<file path="config.mk">
export PLATFORM = sky130hd
export DESIGN_NAME = llt_tester
export DESIGN_NICKNAME = d
export VERILOG_FILES = /design/src/rtl/llt_pkg.sv /design/src/rtl/llt_qdecode.sv /design/src/rtl/llt_modsq.sv /design/src/rtl/llt_ctrl.sv /design/src/rtl/llt_tester.sv
export SDC_FILE = /design/constraint.sdc
export NUM_CORES = 2
export LEC_CHECK = 0
export BUFFER_PORTS_ARGS = -buffer_cell sky130_fd_sc_hd__buf_4
export CAP_MARGIN = 20
export CORE_ASPECT_RATIO = 0.9
export CORE_UTILIZATION = 40
export DETAILED_ROUTE_END_ITERATION = 10
export GPL_TIMING_DRIVEN = 0
export PLACE_DENSITY = 0.66
export SLEW_MARGIN = 40
export SYNTH_ARGS = -nofsm -noshare
export SYNTH_HDL_FRONTEND = slang
export SYNTH_SLANG_ARGS = --single-unit
</file>
<file path="constraint.sdc">
create_clock -name clk -period 15 [get_ports clk]
set_input_delay 3 -clock clk [delete_from_list [all_inputs] [get_ports clk]]
set_output_delay 3 -clock clk [all_outputs]
set_load 0.01 [all_outputs]
</file>
<file path="src/rtl/llt_pkg.sv">
package llt_pkg;
  typedef enum logic [1:0] {
    LLT_IDLE = 2'd0,
    LLT_KICK = 2'd1,
    LLT_WAIT = 2'd2
  } llt_state_e;
endpackage

</file>
<file path="src/rtl/llt_qdecode.sv">
module llt_qdecode #(
  parameter int MAX_Q = 61,
  localparam int QW = $clog2(MAX_Q + 1),
  localparam int W  = MAX_Q
) (
  input  logic [QW-1:0] q,
  output logic          q_ok,
  output logic          q_two,
  output logic [W-1:0]  mask
);
  function automatic logic [W-1:0] low_ones(logic [QW-1:0] n);
    logic [W-1:0] m;
    for (int i = 0; i < W; i++) m[i] = (i < int'(n));
    return m;
  endfunction

  always_comb begin
    q_ok  = (q >= QW'(2)) && (q <= QW'(MAX_Q));
    q_two = (q == QW'(2));
    mask  = low_ones(q);
  end
endmodule

</file>
<file path="src/rtl/llt_modsq.sv">
module llt_modsq #(
  parameter int MAX_Q = 61,
  localparam int QW = $clog2(MAX_Q + 1),
  localparam int W  = MAX_Q
) (
  input  logic          clk,
  input  logic          rst_n,
  input  logic          go,
  input  logic [W-1:0]  x,
  input  logic [QW-1:0] q,
  input  logic [W-1:0]  mask,
  output logic          sq_done,
  output logic [W-1:0]  sq_val
);
  // doubling modulo 2^q-1 is a rotation inside the low q bits
  function automatic logic [W-1:0] rot1(logic [W-1:0] a, logic [QW-1:0] n,
                                        logic [W-1:0] m);
    logic [W-1:0] top;
    top = (a >> (n - QW'(1))) & W'(1);
    return ((a << 1) & m) | top;
  endfunction

  // modular add with end-around carry and Mq -> 0 mapping
  function automatic logic [W-1:0] mod_add(logic [W-1:0] a, logic [W-1:0] b,
                                           logic [QW-1:0] n, logic [W-1:0] m);
    logic [W:0]   s;
    logic [W:0]   hi;
    logic [W-1:0] r;
    s  = {1'b0, a} + {1'b0, b};
    hi = s >> n;
    r  = (s[W-1:0] & m) + hi[W-1:0];
    if (r == m) r = '0;
    return r;
  endfunction

  logic [W-1:0]  x_r, acc, mask_r, acc_nxt;
  logic [QW-1:0] q_r, idx;
  logic          run;
  logic          last_bit;

  assign last_bit = (idx == '0);
  assign acc_nxt  = mod_add(rot1(acc, q_r, mask_r), x_r[idx] ? x_r : '0, q_r, mask_r);
  assign sq_val   = acc;

  always_ff @(posedge clk or negedge rst_n) begin
    if (!rst_n) begin
      x_r <= '0; acc <= '0; mask_r <= '0; q_r <= '0; idx <= '0;
      run <= 1'b0; sq_done <= 1'b0;
    end else begin
      sq_done <= 1'b0;
      if (go) begin
        x_r    <= x;
        acc    <= '0;
        mask_r <= mask;
        q_r    <= q;
        idx    <= q - QW'(1);
        run    <= 1'b1;
      end else if (run) begin
        acc <= acc_nxt;
        idx <= idx - QW'(1);
        if (last_bit) begin
          run     <= 1'b0;
          sq_done <= 1'b1;
        end
      end
    end
  end

  // accumulator stays canonical throughout the loop
  p_acc_canon_r4: assert property (@(posedge clk) disable iff (!rst_n)
    run |-> (((acc & ~mask_r) == '0) && (acc != mask_r)));
  // the controller never restarts a squaring in progress
  p_go_idle_r3: assert property (@(posedge clk) disable iff (!rst_n)
    go |-> !run);
endmodule

</file>
<file path="src/rtl/llt_ctrl.sv">
module llt_ctrl
  import llt_pkg::*;
#(
  parameter int MAX_Q = 61,
  localparam int QW = $clog2(MAX_Q + 1),
  localparam int W  = MAX_Q
) (
  input  logic          clk,
  input  logic          rst_n,
  input  logic          start,
  input  logic [QW-1:0] q_in,
  input  logic          q_ok,
  input  logic          q_two,
  input  logic [W-1:0]  mask_in,
  output logic          sq_go,
  output logic [W-1:0]  sq_x,
  output logic [QW-1:0] sq_q,
  output logic [W-1:0]  sq_mask,
  input  logic          sq_done,
  input  logic [W-1:0]  sq_val,
  output logic          busy,
  output logic          done,
  output logic          is_prime,
  output logic          err,
  output logic [W-1:0]  residue
);
  // v - 2 modulo m, wrapping for v = 0 and v = 1
  function automatic logic [W-1:0] sub2(logic [W-1:0] v, logic [W-1:0] m);
    if (v >= W'(2)) return v - W'(2);
    return v + m - W'(2);
  endfunction

  llt_state_e    state;
  logic [QW-1:0] q_r, cnt;
  logic [W-1:0]  mask_r, v_r, v_nxt;
  logic          acc_evt, fin_evt;

  assign acc_evt = (state == LLT_IDLE) && start;
  assign fin_evt = (state == LLT_WAIT) && sq_done && (cnt == QW'(1));
  assign v_nxt   = sub2(sq_val, mask_r);
  assign sq_go   = (state == LLT_KICK);
  assign sq_x    = v_r;
  assign sq_q    = q_r;
  assign sq_mask = mask_r;

  always_ff @(posedge clk or negedge rst_n) begin
    if (!rst_n) begin
      state <= LLT_IDLE; q_r <= '0; cnt <= '0; mask_r <= '0; v_r <= '0;
      busy <= 1'b0; done <= 1'b0; is_prime <= 1'b0; err <= 1'b0; residue <= '0;
    end else begin
      done <= 1'b0;
      case (state)
        LLT_IDLE: if (acc_evt) begin
          q_r    <= q_in;
          mask_r <= mask_in;
          if (!q_ok) begin
            done <= 1'b1; err <= 1'b1; is_prime <= 1'b0; residue <= '0;
          end else if (q_two) begin
            done <= 1'b1; err <= 1'b0; is_prime <= 1'b1; residue <= '0;
          end else begin
            v_r   <= W'(4);
            cnt   <= q_in - QW'(2);
            busy  <= 1'b1;
            state <= LLT_KICK;
          end
        end
        LLT_KICK: state <= LLT_WAIT;
        LLT_WAIT: if (sq_done) begin
          if (fin_evt) begin
            done     <= 1'b1;
            err      <= 1'b0;
            is_prime <= (v_nxt == '0);
            residue  <= v_nxt;
            busy     <= 1'b0;
            state    <= LLT_IDLE;
          end else begin
            v_r   <= v_nxt;
            cnt   <= cnt - QW'(1);
            state <= LLT_KICK;
          end
        end
        default: state <= LLT_IDLE;
      endcase
    end
  end

  p_bad_q_r1: assert property (@(posedge clk) disable iff (!rst_n)
    (acc_evt && !q_ok) |=> (done && err && !busy && !is_prime));
  p_two_r2: assert property (@(posedge clk) disable iff (!rst_n)
    (acc_evt && q_ok && q_two) |=> (done && is_prime && !err && residue == '0));
  p_done_idle_r3: assert property (@(posedge clk) disable iff (!rst_n)
    done |-> !busy);
  p_verdict_r5: assert property (@(posedge clk) disable iff (!rst_n)
    (done && !err) |-> (is_prime == (residue == '0)));
  p_ignore_start_r6: assert property (@(posedge clk) disable iff (!rst_n)
    (busy && start) |=> $stable(q_r));
  p_done_pulse_r7: assert property (@(posedge clk) disable iff (!rst_n)
    done |=> !done);
  p_hold_r7: assert property (@(posedge clk) disable iff (!rst_n)
    !done |-> ($stable(residue) && $stable(is_prime) && $stable(err)));
endmodule

</file>
<file path="src/rtl/llt_tester.sv">
module llt_tester #(
  parameter int MAX_Q = 61,
  localparam int QW = $clog2(MAX_Q + 1),
  localparam int W  = MAX_Q
) (
  input  logic          clk,
  input  logic          rst_n,
  input  logic          start,
  input  logic [QW-1:0] q_in,
  output logic          busy,
  output logic          done,
  output logic          is_prime,
  output logic          err,
  output logic [W-1:0]  residue
);
  logic          q_ok, q_two;
  logic [W-1:0]  mask;
  logic          sq_go, sq_done;
  logic [W-1:0]  sq_x, sq_mask, sq_val;
  logic [QW-1:0] sq_q;

  llt_qdecode #(.MAX_Q(MAX_Q)) u_dec (
    .q(q_in), .q_ok(q_ok), .q_two(q_two), .mask(mask)
  );

  llt_ctrl #(.MAX_Q(MAX_Q)) u_ctrl (
    .clk(clk), .rst_n(rst_n), .start(start), .q_in(q_in),
    .q_ok(q_ok), .q_two(q_two), .mask_in(mask),
    .sq_go(sq_go), .sq_x(sq_x), .sq_q(sq_q), .sq_mask(sq_mask),
    .sq_done(sq_done), .sq_val(sq_val),
    .busy(busy), .done(done), .is_prime(is_prime), .err(err), .residue(residue)
  );

  llt_modsq #(.MAX_Q(MAX_Q)) u_sq (
    .clk(clk), .rst_n(rst_n), .go(sq_go), .x(sq_x), .q(sq_q), .mask(sq_mask),
    .sq_done(sq_done), .sq_val(sq_val)
  );
endmodule

</file>
==> impl_metrics.sql <==
INSERT INTO impl_metrics (metric_group, metric, value, unit) VALUES
('hold_path', 'hold_start', 'u_ctrl.sq_x[39]', ''),
('critical_path', 'critPathKind', 'register to register', ''),
('clock_network', 'cts.sink_count', '396', ''),
('logic_synthesis', 'synth_most_common_cell', 'sky130_fd_sc_hd__nand2_1', ''),
('global_routing', 'total_global_route_track_usage', '0.362', ''),
('power_and_ir_drop', 'p_leak', '19.8', 'nW'),
('status', 'outcome', 'finished, final reports clean', ''),
('layout', 'synthToLayoutAreaGrowth', '10.3', '%'),
('critical_path', 'cp_max_delay_cell', 'sky130_fd_sc_hd__or4_1', ''),
('logic_synthesis', 'post_synth_inst_count', '4989', ''),
('sta', 'rsz0062_at_grt', 'no', ''),
('detailed_routing', 'postRouteWirelength', '181', 'mm'),
('power_and_ir_drop', 'power.density_cell_area', '52.0', 'nW/µm²'),
('die', 'initial_core_util', '0.405', ''),
('detailed_routing', 'drc_violations', '0', ''),
('sta', 'slew_headroom', '0.279', ''),
('layout', 'layout-drive-gt1-share', '0.0788', ''),
('detailed_routing', 'route.detailed.wl_per_inst', '28.3', 'µm'),
('sta', 'worst_clock_skew', '0.0411', 'ns'),
('clock_network', 'clock_path_buffers', '3', ''),
('sta', 'period_minus_slack', '14.83', 'ns'),
('layout', 'insertedDiodeCount', '0', ''),
('critical_path', 'timing.reg2reg.setup_slack', '0.17', 'ns'),
('detailed_routing', 'dr.first_iter.drc_count', '5712', ''),
('power_and_ir_drop', 'power.sequential.fraction', '0.484', ''),
('logic_synthesis', 'synth.top_cells.by_area', 'sky130_fd_sc_hd__dfrtp_1 (26%), sky130_fd_sc_hd__ha_1 (8.2%), sky130_fd_sc_hd__nand2_1 (7.6%)', ''),
('critical_path', 'r2r-start', 'u_sq.q_r[1]', ''),
('critical_path', 'startpoint_class_of_the_critical_path', 'register', ''),
('logic_synthesis', 'synth_top_cells_by_count', 'sky130_fd_sc_hd__nand2_1 (784), sky130_fd_sc_hd__dfrtp_1 (396), sky130_fd_sc_hd__o21ai_0 (389)', ''),
('sta', 'fmax', '67.5', 'MHz'),
('layout', 'final_std_cell_area_no_fill', '42500', 'µm²'),
('placed_design', 'post_dp_cell_area', '40900', 'µm²'),
('clock_network', 'cts_inserted_buffers', '44', ''),
('detailed_routing', 'vias_per_cell', '6.40', ''),
('power_and_ir_drop', 'power', '2.21', 'mW'),
('global_routing', 'maximum_number_of_pins_on_one_net_before_global_route_repair', '76', ''),
('critical_path', 'critical-path-max-stage-delay', '0.48', 'ns'),
('placed_design', 'gp_congestion', '1.12', ''),
('logic_synthesis', 'syn-mean-instance-area', '7.71', 'µm²'),
('power_and_ir_drop', 'p_int', '1.71', 'mW'),
('detailed_routing', 'drt-pass1-iter-count', '8', ''),
('critical_path', 'path_depth_of_the_worst_reg2reg_path', '51', ''),
('die', 'die_x', '329', 'µm'),
('global_routing', 'antenna_found_initial', '8', ''),
('run', 'cap_viol_max_count', '0', ''),
('sta', 'final.period_utilization', '0.988', ''),
('sta', 'worst_slew_pin_slew', '1.07', 'ns'),
('power_and_ir_drop', 'ir_worst_vdd', '0.0000753', 'V'),
('logic_synthesis', 'synth_flop_cell', 'sky130_fd_sc_hd__dfrtp_1', ''),
('sta', 'minimum_hold_slack', '0.464', 'ns'),
('logic_synthesis', 'yosysSeqAreaShare', '0.257', ''),
('die', 'rows', '107', ''),
('critical_path', 'cp_data_arrival_time', '15.23', 'ns'),
('power_and_ir_drop', 'switching_power', '0.498', 'mW'),
('logic_synthesis', 'yosys.area.top_type_share', '0.257', ''),
('layout', 'layout.nets', '5373', ''),
('logic_synthesis', 'synth_nets', '5253', ''),
('sta', 'setup_total_negative_slack', '0', 'ns'),
('critical_path', 'worstPathMaxFanout', '11', ''),
('logic_synthesis', 'synthesis.area', '38500', 'µm²'),
('logic_synthesis', 'post-synth-top-area-cell', 'sky130_fd_sc_hd__dfrtp_1', ''),
('sta', 'setup_viol', '0', ''),
('clock_network', 'ctsRootBufferMaster', 'sky130_fd_sc_hd__clkbuf_16', ''),
('die', 'core-area', '94900', 'µm²'),
('logic_synthesis', 'synth-edff-count', '0', ''),
('logic_synthesis', 'ys_warn_count', '0', ''),
('critical_path', 'cp_endpoint_kind', 'register', ''),
('placed_design', 'io_buffer_count', '71', ''),
('power_and_ir_drop', 'power.combinational.fraction', '0.020', ''),
('layout', 'final_util', '0.447', ''),
('critical_path', 'r2r_path_end', 'u_sq.sq_val[34]', '');
-- kinds of logic (layout without fill, tap and decap cells) --
logic type,after synthesis,in the layout,synth area share
and+or+nand+nor,1938,1938,0.239
xor gates and xnor gates,271,271,0.0643
muxes,211,211,0.0714
DFF,396,396,0.257
AOI/OAI and AO/OA,1344,1344,0.226
adders and majority gates,255,255,0.0835
buffers and inverters,574,726,0.0582
-- layer usage --
metal,global-route usage,vias to the layer above,routed length (µm),part of all wire
met5,0,-,99,0.00055
li1,-,18000,-,-
met4,0.169,14,9950,0.055
met2,0.517,2747,72700,0.40
met3,0.0905,434,23300,0.13
met1,0.508,19700,75200,0.41
-- per-stage QoR --
step,worst slack (ns),cells
finish,0.175,6394
global route,0.0246,6394
CTS,0.0244,6395
detailed placement,-2.21,6320
global placement,-2.31,6313
floorplan,3.21,4989
-- registers in the layout, indices dropped and copies added (netlist names), 6 cells and up --
name / flops
u_ctrl.sq_x: 61
u_ctrl.sq_mask: 61
u_sq.mask_r: 61
u_ctrl.cnt: 6
u_sq.idx: 6
u_sq.x_r: 61
u_ctrl.residue: 61
u_sq.sq_val: 61
-- power by group through the flow --
stage                     Sequential (mW)  Combinational (mW)  Clock [mW]
after floorplan                      1.09             0.00897           0
after global placement               1.09              0.0387           0
after detailed placement             1.09              0.0438           0
after CTS                            1.07              0.0440        1.10
after global routing                 1.07              0.0481        1.14
final                                1.07              0.0435        1.10
-- worst max path at each step --
stage / start / end / slack [ns] / cells past startpoint
after floorplan: u_sq.q_r[0] / u_sq.sq_val[30] / 3.21 / 53
after detailed placement: u_sq.q_r[0] / u_sq.sq_val[17] / -2.21 / 54
after global routing: u_sq.q_r[1] / u_sq.sq_val[58] / 0.02 / 53
final: u_sq.q_r[1] / u_sq.sq_val[34] / 0.17 / 51
after global placement: u_sq.q_r[0] / u_sq.sq_val[24] / -2.31 / 55
after CTS: u_sq.idx[1] / u_sq.sq_val[35] / 0.02 / 48
-- area by class of cell --
cell class | instances | area (µm²)
inverter | 303 | 1140
clock buffer | 63 | 1250
clock inverter | 15 | 173
fill | 9583 | 52500
sequential | 396 | 9910
buffer | 266 | 1120
tap | 1253 | 1570
timing repair buffer | 79 | 733
multi-input combinational | 4019 | 26600
-- layout by cell type (no fill, tap or decap), types with 14 or more instances in the layout --
master	instances
sky130_fd_sc_hd__o21bai_1	22
sky130_fd_sc_hd__a211oi_1	55
sky130_fd_sc_hd__nand2_1	784
sky130_fd_sc_hd__o31ai_1	27
sky130_fd_sc_hd__or4_1	14
sky130_fd_sc_hd__o22ai_1	62
sky130_fd_sc_hd__clkbuf_16	45
sky130_fd_sc_hd__and3_1	36
sky130_fd_sc_hd__or3_1	30
sky130_fd_sc_hd__nor2b_1	29
sky130_fd_sc_hd__dfrtp_1	395
sky130_fd_sc_hd__o21ai_0	388
sky130_fd_sc_hd__o211ai_1	36
sky130_fd_sc_hd__xor2_1	81
sky130_fd_sc_hd__nor4_1	52
sky130_fd_sc_hd__o21a_1	34
sky130_fd_sc_hd__o32ai_1	19
sky130_fd_sc_hd__inv_1	297
sky130_fd_sc_hd__buf_1	29
sky130_fd_sc_hd__buf_4	74
sky130_fd_sc_hd__mux2_2	46
sky130_fd_sc_hd__a21o_1	103
sky130_fd_sc_hd__clkbuf_1	206
sky130_fd_sc_hd__ha_1	251
sky130_fd_sc_hd__mux2i_1	116
sky130_fd_sc_hd__buf_2	17
sky130_fd_sc_hd__nand3_1	87
sky130_fd_sc_hd__nand2b_1	38
sky130_fd_sc_hd__nand4_1	74
sky130_fd_sc_hd__xnor2_1	177
sky130_fd_sc_hd__or2_2	22
sky130_fd_sc_hd__mux4_2	46
sky130_fd_sc_hd__a22o_1	20
sky130_fd_sc_hd__o21ai_1	25
sky130_fd_sc_hd__a31oi_1	45
sky130_fd_sc_hd__nor2_1	381
sky130_fd_sc_hd__and2_1	205
sky130_fd_sc_hd__a21oi_1	307
sky130_fd_sc_hd__nor3_1	96
-- worst max-delay path: cells and delay by family, from the launching register on --
family                   cells  cell delay (ns)
buffers and inverters        9             2.29
AND/OR/NAND/NOR             19             4.89
multiplexers                 5             1.42
AO/OA/AOI/OAI               14             4.16
adder cells (fa/ha/maj)      4             1.44
flip-flops                   1             0.40
-- timing repair --
item	CTS	global route
pin swaps	1	2
hold buffers	0	0
setup buffers	1	0
resized for setup	16	29
setup endpoints to repair	61	61
No activity file was read; power rests on OpenSTA's default activity.
